<file path="src/rtl/retrig_pulse.sv">
module retrig_pulse #(
  parameter int CNT_W = 8
) (
  input  logic             clk,
  input  logic             rst,
  input  logic             edge_lo,
  input  logic             edge_hi,
  input  logic             stop_n,
  input  logic [CNT_W-1:0] width,
  output logic             pulse,
  output logic             pulse_n
);
  localparam logic [CNT_W-1:0] ONE = CNT_W'(1);

  logic             lo_d, hi_d, stop_d;
  logic [CNT_W-1:0] remain;
  logic [CNT_W-1:0] load_val;
  logic             fire;

  assign fire = stop_n & ((lo_d & ~edge_lo & edge_hi) |
                          (~hi_d & edge_hi & ~edge_lo) |
                          (~stop_d & ~edge_lo & edge_hi));

  assign load_val = (width == '0) ? ONE : width;

  always_ff @(posedge clk) begin
    if (rst) begin
      lo_d   <= 1'b0;
      hi_d   <= 1'b1;
      stop_d <= 1'b1;
      remain <= '0;
    end else begin
      lo_d   <= edge_lo;
      hi_d   <= edge_hi;
      stop_d <= stop_n;
      if (!stop_n)
        remain <= '0;
      else if (fire)
        remain <= load_val;
      else if (remain != '0)
        remain <= remain - ONE;
    end
  end

  assign pulse   = (remain != '0) & stop_n;
  assign pulse_n = ~pulse;
endmodule

</file>
<file path="config.mk">
export PLATFORM = sky130hd
export DESIGN_NAME = retrig_pulse
export DESIGN_NICKNAME = d
export VERILOG_FILES = /design/src/rtl/retrig_pulse.sv
export SDC_FILE = /design/constraint.sdc
export NUM_CORES = 1
export LEC_CHECK = 0
export BUFFER_PORTS_ARGS = -buffer_cell sky130_fd_sc_hd__buf_2
export CAP_MARGIN = 20
export CORE_UTILIZATION = 45
export DETAILED_ROUTE_END_ITERATION = 12
export GPL_TIMING_DRIVEN = 0
export PLACE_DENSITY_LB_ADDON = 0.2
export RECOVER_POWER = 25
export SETUP_SLACK_MARGIN = 0.15
export SYNTH_ARGS = -nofsm -noshare
export SYNTH_HDL_FRONTEND = slang
export SYNTH_SLANG_ARGS = --single-unit
</file>
<file path="constraint.sdc">
create_clock -name clk -period 4.52 [get_ports clk]
set_clock_uncertainty 0.1 [all_clocks]
set_input_delay 0.904 -clock clk [delete_from_list [all_inputs] [get_ports clk]]
set_output_delay 0.904 -clock clk [all_outputs]
set_load 0.02 [all_outputs]
</file>
==> impl_metrics.py, run 1 <==
metrics = {
    "yosys": {
        "ys_seq_area_share_pct": 36.9,
        "synth_top_family_by_area": "simple AND/OR/NAND/NOR gates",
        "synth_nets": 85,
        "synthMuxAreaShare_pct": 0,
        "syn_avg_cell_area_sq_um": 8.53,
        "synth-simple-area-share_pct": 27.5,
        "ys_ff_latch": 11,
        "synth_adder_area_share_pct": 4.19,
        "synth.top_cell.area_share_pct": 36.9,
        "synth_area_leaders": "dfxtp_1 (37%), a21oi_1 (5.9%), nand2_1 (5.7%), ha_1 (4.2%), nor4_4 (3.6%)",
        "synth.distinct_cells": 29,
        "synthXorXnorAreaFrac_pct": 4.40,
        "syn_area_sq_um": 597,
        "synth_warnings": 0,
        "synth_compound_area_share_pct": 23.3,
        "netlist.top_cell.by_area": "dfxtp_1",
        "synthCells": 70,
    },
    "timing": {
        "whs_ps": 559,
        "rsz0062_at_grt": "false",
        "slew_headroom_pct": 69.3,
        "tns_ps": 0,
        "fin_crit_sh_pct": 63.7,
        "period_needed_ps": 2880,
        "fmax_mhz": 347,
        "tightestPinTransition_ps": 460,
        "hold_viol_final": 0,
        "final-setup-viol-count": 0,
        "maxSlewViolCount": 0,
    },
    "final_layout": {
        "diodes": 0,
        "syn_to_final_growth_pct": 18.7,
        "final_cell_mix": "buf_2 (12), dfxtp_1 (11), nand2_1 (9)",
        "fin_cells": 102,
        "final_common_cell": "buf_2",
        "num-nets-final": 104,
        "fin_area_sq_um": 708,
        "drive_above_1_share_pct": 22.7,
    },
    "place": {
        "dp_hpwl_um": 986,
        "dp_cells": 98,
        "port_buffers": 14,
        "gp_congestion": 0.757,
        "place_area_sq_um": 684,
    },
    "pwr": {
        "vdd_drop_max_mv": 0.339,
        "p_comb_share_pct": 59.2,
        "p_per_area_nw_per_um2": 802,
        "power_uw": 568,
        "p_leak_nw": 0.293,
        "switching_share_pct": 44.9,
        "power.internal_uw": 313,
        "p_sw_uw": 255,
        "p_clk_share_pct": 12.0,
        "pwr-share-seq_pct": 28.9,
    },
    "cts": {
        "insertion_delay_ps": 270,
        "root_buffer": "clkbuf_4",
        "cts.sinks": 11,
        "clk_path_buf_depth": 2,
        "ctsResizeCount": 0,
        "holdBufCountCts": 0,
        "cts_made_buffers": 3,
        "clk_pin_slew_ps": 70,
        "post-cts-setup-buffers": 0,
        "cts_tree": "yes",
        "ctsHtreeMaxLevel": 1,
    },
    "grt": {
        "grt_pass1_wl_mm": 2.09,
        "antenna_found_initial": 0,
        "gr-usage-all-layers_pct": 21.0,
        "gr-total-overflow": 0,
        "grt_pass1_vias": 505,
        "grt_max_degree": 10,
    },
    "die": {
        "core_area_sq_um": 1170,
        "die_area_sq_um": 1480,
        "num_rows": 12,
        "dieHeight_um": 38.4,
        "initial_core_util_pct": 51.0,
        "ioPinCount": 15,
        "die_x_um": 38.4,
    },
    "critical_path": {
        "cp_top_family": "simple AND/OR/NAND/NOR gates",
        "endpoint_kind": "primary output",
        "cp-startpoint": "remain[0]",
        "crit_chain": "inv_1 -> ha_1 -> nor3b_1 -> nand2_1 -> nand2_1 -> inv_1 -> buf_2",
        "crit_path_start_kind": "register",
        "path_class": "reg2out",
        "critPathMaxStageDelay_ps": 360,
        "slowest_stage": "dfxtp_1",
        "arrival_ps": 1870,
        "r2r_cells": 6,
        "rrSetupSlack_ps": 2660,
        "worst_r2r_endpoint": "remain[0]",
        "reg2reg_from": "remain[0]",
        "crit_buf_inv": 3,
        "worstPathMaxFanout": 6,
        "crit_required_ps": 3520,
    },
    "route": {
        "drtAntennaViolNets": 0,
        "first_iter_violations": 22,
        "routedWlPerCell_um": 13.0,
        "vias": 571,
        "avgViaCountPerCell": 5.60,
        "dr.pass1.iters": 4,
        "drc": 0,
        "finalWirelength_mm": 1.32,
    },
    "min_path": {
        "holdPathStages": 2,
        "hold_path.class": "reg2reg",
        "hold_start": "remain[0]",
        "min_to": "remain[0]",
    },
    "status": {
        "status": "complete, no violations",
    },
    "job": {
        "drv_cap": 0,
    },
}
## per-layer routing
layer  GRT usage, %  wire length [um]  share of wire [%]
met5              0                 0                  0
met4           10.3                35                2.6
met3           3.49                58                4.4
met2           36.4               598                 45
met1           24.6               630                 48
## cell usage after synthesis, drive strengths merged
| library cell | n |
|---|---|
| dfxtp | 11 |
| nand2 | 9 |
| a21oi | 7 |
| inv | 5 |
| nor2 | 4 |
| nor3 | 4 |
| nand3 | 3 |
| a211oi | 2 |
| a21boi | 2 |
| ha | 2 |
| nor3b | 2 |
| nor4 | 2 |
| or2 | 2 |
| or4 | 2 |
| xor2 | 2 |
| a311o | 1 |
| a311oi | 1 |
| a31oi | 1 |
| buf | 1 |
| nand2b | 1 |
| o2111a | 1 |
| o2111ai | 1 |
| o211ai | 1 |
| o21a | 1 |
| o31ai | 1 |
| xnor2 | 1 |
## flip-flops by register name, indices dropped and copies added (netlist names)
register / count
lo_d: 1
hi_d: 1
stop_d: 1
remain: 8
## worst reg2reg max path, cell delays in order (launching register included)
cell      delay, ps
dfxtp_1         360
inv_1           110
ha_1            200
nor3b_1         330
nand2_1         260
xnor2_1         200
a211oi_1        220
## metrics by stage
stage	setup slack [ps]	util [%]
floorplan	2100	-
global placement	1970	58.4
detailed placement	1990	58.4
CTS	1660	60.7
global route	1500	60.5
finish	1640	60.5
## logic make-up after synthesis
logic type / count (synthesis)
AO/OA/AOI/OAI: 19
buffers and inverters: 6
AND/OR/NAND/NOR: 29
adder cells (fa/ha/maj): 2
flip-flops: 11
XOR/XNOR: 3
## worst max-delay path by stage
stage	to	slack [ps]	cells after the start
floorplan	pulse	2100	6
global placement	pulse	1970	7
detailed placement	pulse	1990	7
CTS	pulse	1660	7
global route	pulse	1500	7
finish	pulse	1640	7
## layout make-up
| cell class | instances | area [sq um] |
|---|---|---|
| tap | 14 | 17.5 |
| fill | 117 | 463 |
| timing repair buffer | 14 | 67.6 |
| sequential | 11 | 220 |
| inverter | 5 | 18.8 |
| clock buffer | 4 | 26.3 |
| buffer | 1 | 3.75 |
| multi-input combinational | 53 | 354 |
## power by group through the flow
| stage | Combinational (mW) | Clock [mW] | Sequential (mW) |
|---|---|---|---|
| 4_1_cts | 0.336 | 0.0684 | 0.164 |
| 6_report | 0.336 | 0.0681 | 0.164 |
| 3_3_place_gp | 0.329 | 0 | 0.165 |
| 3_5_place_dp | 0.330 | 0 | 0.167 |
| 5_1_grt | 0.371 | 0.0719 | 0.168 |
| 2_1_floorplan | 0.264 | 0 | 0.159 |
(Power assumes the default switching activity.)
==> run 2: changes to the inputs <==
Settings changed: CORE_UTILIZATION 45 to 44.
Clock period 4.52 ns to 2.64 ns, I/O delays scaled along.
==> run 2 against run 1 <==
First-iteration DRC count down 41%. Critical path depth did not move. Sequential power is 75% higher. Highest routed layer unchanged. Global-route usage up 2.6 points.
==> impl_metrics.py, run 2 (synthesis gave the netlist of run 1 again) <==
metrics = {
    "critical_path": {
        "path_class": "reg2out",
        "crit_chain": "inv_1 -> ha_1 -> nor3b_2 -> nand2_2 -> nand2_1 -> inv_1 -> buf_2",
        "cp_top_family": "simple AND/OR/NAND/NOR gates",
        "critPathMaxStageDelay_ps": 370,
        "worst_path_most_repeated_cell": "inv_1",
        "endpoint_kind": "primary output",
        "crit_required_ps": 2010,
        "arrival_ps": 1710,
        "crit_buf_inv": 3,
        "rrSetupSlack_ps": 960,
        "crit_path_start_kind": "register",
        "slowest_stage": "dfxtp_1",
        "worstPathMaxFanout": 6,
    },
    "die": {
        "die_x_um": 38.8,
        "core_area_sq_um": 1190,
        "die_area_sq_um": 1510,
        "initial_core_util_pct": 50.3,
        "dieHeight_um": 38.8,
        "num_rows": 12,
        "ioPinCount": 15,
    },
    "final_layout": {
        "drive_above_1_share_pct": 25.0,
        "diodes": 0,
        "final_common_cell": "buf_2",
        "final_cell_mix": "buf_2 (12), dfxtp_1 (11), nand2_1 (8)",
        "largest_reg_flops": 8,
        "fin_area_sq_um": 716,
        "fin_util_pct": 60.3,
        "num-nets-final": 104,
        "fin_cells": 102,
        "nFillCells": 120,
        "regMostFlops": "remain",
        "syn_to_final_growth_pct": 19.9,
    },
    "cts": {
        "ctsHtreeMaxLevel": 1,
        "cts_made_buffers": 3,
        "insertion_delay_ps": 280,
        "holdBufCountCts": 0,
        "clk_pin_slew_ps": 70,
        "post-cts-setup-buffers": 0,
        "cts.sinks": 11,
        "root_buffer": "clkbuf_4",
        "cts_tree": "yes",
        "clk_path_buf_depth": 2,
    },
    "pwr": {
        "p_per_area_nw_per_um2": 1380,
        "p_leak_nw": 0.296,
        "p_sw_uw": 444,
        "p_comb_share_pct": 59.0,
        "vdd_drop_max_mv": 0.695,
        "power.internal_uw": 544,
        "pwr-share-seq_pct": 29.1,
        "p_clk_share_pct": 11.9,
        "switching_share_pct": 44.9,
    },
    "place": {
        "dp_hpwl_mm": 1.10,
        "dp_cells": 98,
        "gp_congestion": 0.741,
        "port_buffers": 14,
        "place_area_sq_um": 684,
    },
    "timing": {
        "final-setup-viol-count": 0,
        "tightestPinTransition_ps": 462,
        "slew_headroom_pct": 69.2,
        "maxSlewViolCount": 0,
        "tns_ps": 0,
        "period_needed_ps": 2340,
        "fmax_mhz": 428,
        "hold_viol_final": 0,
        "fin_crit_sh_pct": 88.5,
        "whs_ps": 330,
        "rsz0062_at_grt": "false",
    },
    "grt": {
        "grt_pass1_vias": 519,
        "grt_pass1_wl_mm": 2.31,
        "gr-usage-all-layers_pct": 23.6,
        "grt_max_degree": 10,
        "gr-total-overflow": 0,
        "antenna_found_initial": 0,
    },
    "route": {
        "first_iter_violations": 13,
        "avgViaCountPerCell": 5.73,
        "routedWlPerCell_um": 13.9,
        "finalWirelength_mm": 1.42,
        "drc": 0,
        "drtAntennaViolNets": 0,
        "vias": 584,
        "dr.pass1.iters": 4,
    },
    "status": {
        "status": "complete, no violations",
    },
    "min_path": {
        "hold_path.class": "in2reg",
    },
    "job": {
        "drv_cap": 0,
    },
}
[run 2: final cells by class]
cell class | count | area (sq um) | area share, %
Buffer | 1 | 3.75 | 0.524
Clock buffer | 4 | 26.3 | 3.67
Inverter | 5 | 18.8 | 2.62
Multi-Input combinational cell | 53 | 362 | 50.5
Sequential cell | 11 | 220 | 30.8
Tap cell | 14 | 17.5 | 2.45
Timing Repair Buffer | 14 | 67.6 | 9.44
[run 2: worst paths after layout]
| kind | from | end | cells past startpoint |
|---|---|---|---|
| worst max-delay path | remain[0] | pulse | 7 |
| worst min-delay path | rst | lo_d | 2 |
| worst max register to register | remain[0] | remain[0] | 6 |
| worst min register to register | remain[0] | remain[0] | 2 |
[run 2: metal layers]
| metal | part of all wire (%) | global-route usage, % | vias to the layer above |
|---|---|---|---|
| li1 | - | - | 291 |
| met1 | 46 | 26.0 | 280 |
| met2 | 48 | 40.0 | 7 |
| met3 | 3.7 | 8.67 | 6 |
| met4 | 2.5 | 10.3 | 0 |
| met5 | 0 | 0 | - |
[run 2: repair_timing]
item / CTS / global route
endpoints found under the setup margin: 2 / 1
gates resized for setup: 1 / 1
cloned: 0 / 0
[run 2: power by group through the flow]
stage / clock [mW] / combinational (mW) / sequential [mW]
6_report: 0.117 / 0.583 / 0.287
5_1_grt: 0.126 / 0.640 / 0.293
4_1_cts: 0.120 / 0.577 / 0.285
3_5_place_dp: 0 / 0.573 / 0.287
3_3_place_gp: 0 / 0.551 / 0.285
2_1_floorplan: 0 / 0.453 / 0.273
[run 2: metrics by stage]
| step | total power, mW | setup slack, ps |
|---|---|---|
| 2_1_floorplan | 0.725 | 601 |
| 3_3_place_gp | 0.835 | 476 |
| 3_5_place_dp | 0.860 | 402 |
| 4_1_cts | 0.982 | 239 |
| 5_1_grt | 1.06 | 173 |
| 6_report | 0.988 | 305 |
==> run 3: changes to the inputs <==
Settings changed: GPL_TIMING_DRIVEN 0 to not set, SLEW_MARGIN set to 20.
==> run 3 against run 2 <==
Power decreased by 0.95%. Via count is 1.2% lower. Critical path type unchanged. Sequential cell count unchanged. Largest cell class unchanged. Highest routed layer unchanged. Sequential power is 1% lower. Register-to-register slack improved by 20 ps. Setup slack worse by 11 ps. Final cell count decreased by 0.98%. Clock power about the same. Fmax fell by 0.46%. Sequential share of layout area up 0.27 points.
==> impl_metrics.py, run 3 (synthesis gave the netlist of run 1 again) <==
metrics = {
    "critical_path": {
        "crit_path_start_kind": "register",
        "crit_required_ps": 2010,
        "reg2reg_from": "remain[1]",
        "r2r_cells": 6,
        "worstPathMaxFanout": 6,
        "endpoint_kind": "primary output",
        "arrival_ps": 1720,
        "path_class": "reg2out",
        "rrSetupSlack_ps": 980,
        "worst_r2r_endpoint": "remain[0]",
    },
    "timing": {
        "hold_viol_final": 0,
        "slew_headroom_pct": 71.1,
        "fmax_mhz": 426,
        "fin_crit_sh_pct": 88.9,
        "tns_ps": 0,
        "rsz0062_at_grt": "false",
        "period_needed_ps": 2350,
        "maxSlewViolCount": 0,
        "final-setup-viol-count": 0,
        "finalWorstSetupSlack_ps": 294,
        "tightestPinTransition_ps": 434,
    },
    "place": {
        "port_buffers": 14,
        "dp_hpwl_um": 982,
        "gp_congestion": 0.845,
        "dp_cells": 97,
        "pre_cts_ws_ps": 538,
        "place_area_sq_um": 681,
    },
    "route": {
        "first_iter_violations": 19,
        "avgViaCountPerCell": 5.71,
        "drc": 0,
        "finalWirelength_mm": 1.31,
        "vias": 577,
        "drtAntennaViolNets": 0,
        "dr.pass1.iters": 4,
        "routedWlPerCell_um": 13.0,
    },
    "pwr": {
        "switching_share_pct": 44.8,
        "pwr-share-seq_pct": 29.0,
        "p_per_area_nw_per_um2": 1380,
        "p_clk_share_pct": 12.0,
        "power.internal_uw": 540,
        "power_uw": 978,
        "p_leak_nw": 0.295,
        "p_sw_uw": 438,
        "vdd_drop_max_mv": 0.835,
        "p_comb_share_pct": 59.0,
    },
    "grt": {
        "grt-busiest-layer": "met2",
        "antenna_found_initial": 0,
        "gr-usage-all-layers_pct": 20.7,
        "grtUsageMet2_pct": 34.2,
        "gr-total-overflow": 0,
        "grt_pass1_vias": 491,
        "use_met1_pct": 24.6,
        "use_met3_pct": 5.20,
        "grt_pass1_wl_mm": 2.04,
        "grt_max_degree": 10,
    },
    "min_path": {
        "holdPathStages": 2,
        "hold_start": "rst",
        "hold_path.class": "in2reg",
        "min_to": "lo_d",
    },
    "cts": {
        "clk_path_buf_depth": 2,
        "ctsHtreeMaxLevel": 1,
        "root_buffer": "clkbuf_4",
        "cts.sinks": 11,
        "insertion_delay_ps": 270,
        "cts_tree": "yes",
        "clk_pin_slew_ps": 70,
        "ctsResizeCount": 0,
        "post-cts-setup-buffers": 0,
        "holdBufCountCts": 0,
        "cts_made_buffers": 3,
    },
    "final_layout": {
        "drive_above_1_share_pct": 24.1,
        "final_cell_mix": "buf_2 (12), dfxtp_1 (11), nand2_1 (9)",
        "syn_to_final_growth_pct": 18.9,
        "largest_reg_flops": 8,
        "regMostFlops": "remain",
        "fin_area_sq_um": 709,
        "diodes": 0,
        "nFillCells": 110,
        "fin_cells": 101,
        "final_common_cell": "buf_2",
        "num-nets-final": 103,
    },
    "die": {
        "die_area_sq_um": 1510,
        "die_x_um": 38.8,
        "core_area_sq_um": 1190,
        "ioPinCount": 15,
        "num_rows": 12,
        "initial_core_util_pct": 50.3,
        "dieHeight_um": 38.8,
    },
    "status": {
        "status": "complete, no violations",
    },
    "job": {
        "drv_cap": 0,
    },
}
-- run 3: cell types whose count changed in the layout (fill, tap and decap cells not counted), sizes merged --
cell	delta
buf	-1
-- run 3: final cells by class --
type | count | area, sq um | share of cell area [%]
Sequential cell | 11 | 220 | 31.0
Inverter | 5 | 18.8 | 2.65
Clock buffer | 4 | 26.3 | 3.70
Timing Repair Buffer | 14 | 67.6 | 9.52
Multi-Input combinational cell | 53 | 359 | 50.6
Tap cell | 14 | 17.5 | 2.47
-- run 3: worst max-delay path by stage --
stage / to / start / cells past startpoint / slack, ps
3_3_place_gp: pulse / remain[1] / 7 / 590
5_1_grt: pulse / remain[0] / 7 / 200
2_1_floorplan: pulse / remain[0] / 6 / 600
6_report: pulse / remain[1] / 7 / 290
3_5_place_dp: pulse / remain[1] / 7 / 540
4_1_cts: pulse / remain[1] / 7 / 200
-- run 3: through the flow --
stage               util (%)  hold WS [ps]
floorplan                  -           485
global placement        57.4           509
detailed placement      57.4           524
CTS                     59.6           332
global route            59.8           352
finish                  59.8           328
-- run 3: worst max-delay path, cell delays in order, from the launching register on --
cell and delay (ps):
dfxtp_1 350, inv_1 110, ha_1 190, nor3b_2 250, nand2_1 190, nand2_1 150
inv_1 60, buf_2 150
-- run 3: power by group through the flow --
stage | clock (mW) | sequential, mW | combinational (mW)
floorplan | 0 | 0.273 | 0.453
global placement | 0 | 0.283 | 0.560
detailed placement | 0 | 0.287 | 0.559
CTS | 0.117 | 0.283 | 0.569
global route | 0.125 | 0.292 | 0.623
finish | 0.117 | 0.283 | 0.578
-- run 3: layer usage --
| metal | share of wire (%) | vias up | wire length [um] |
|---|---|---|---|
| met4 | 2.5 | 0 | 33 |
| li1 | - | 290 | - |
| met5 | 0 | - | 0 |
| met3 | 3.9 | 6 | 51 |
| met1 | 46 | 263 | 606 |
| met2 | 47 | 18 | 616 |
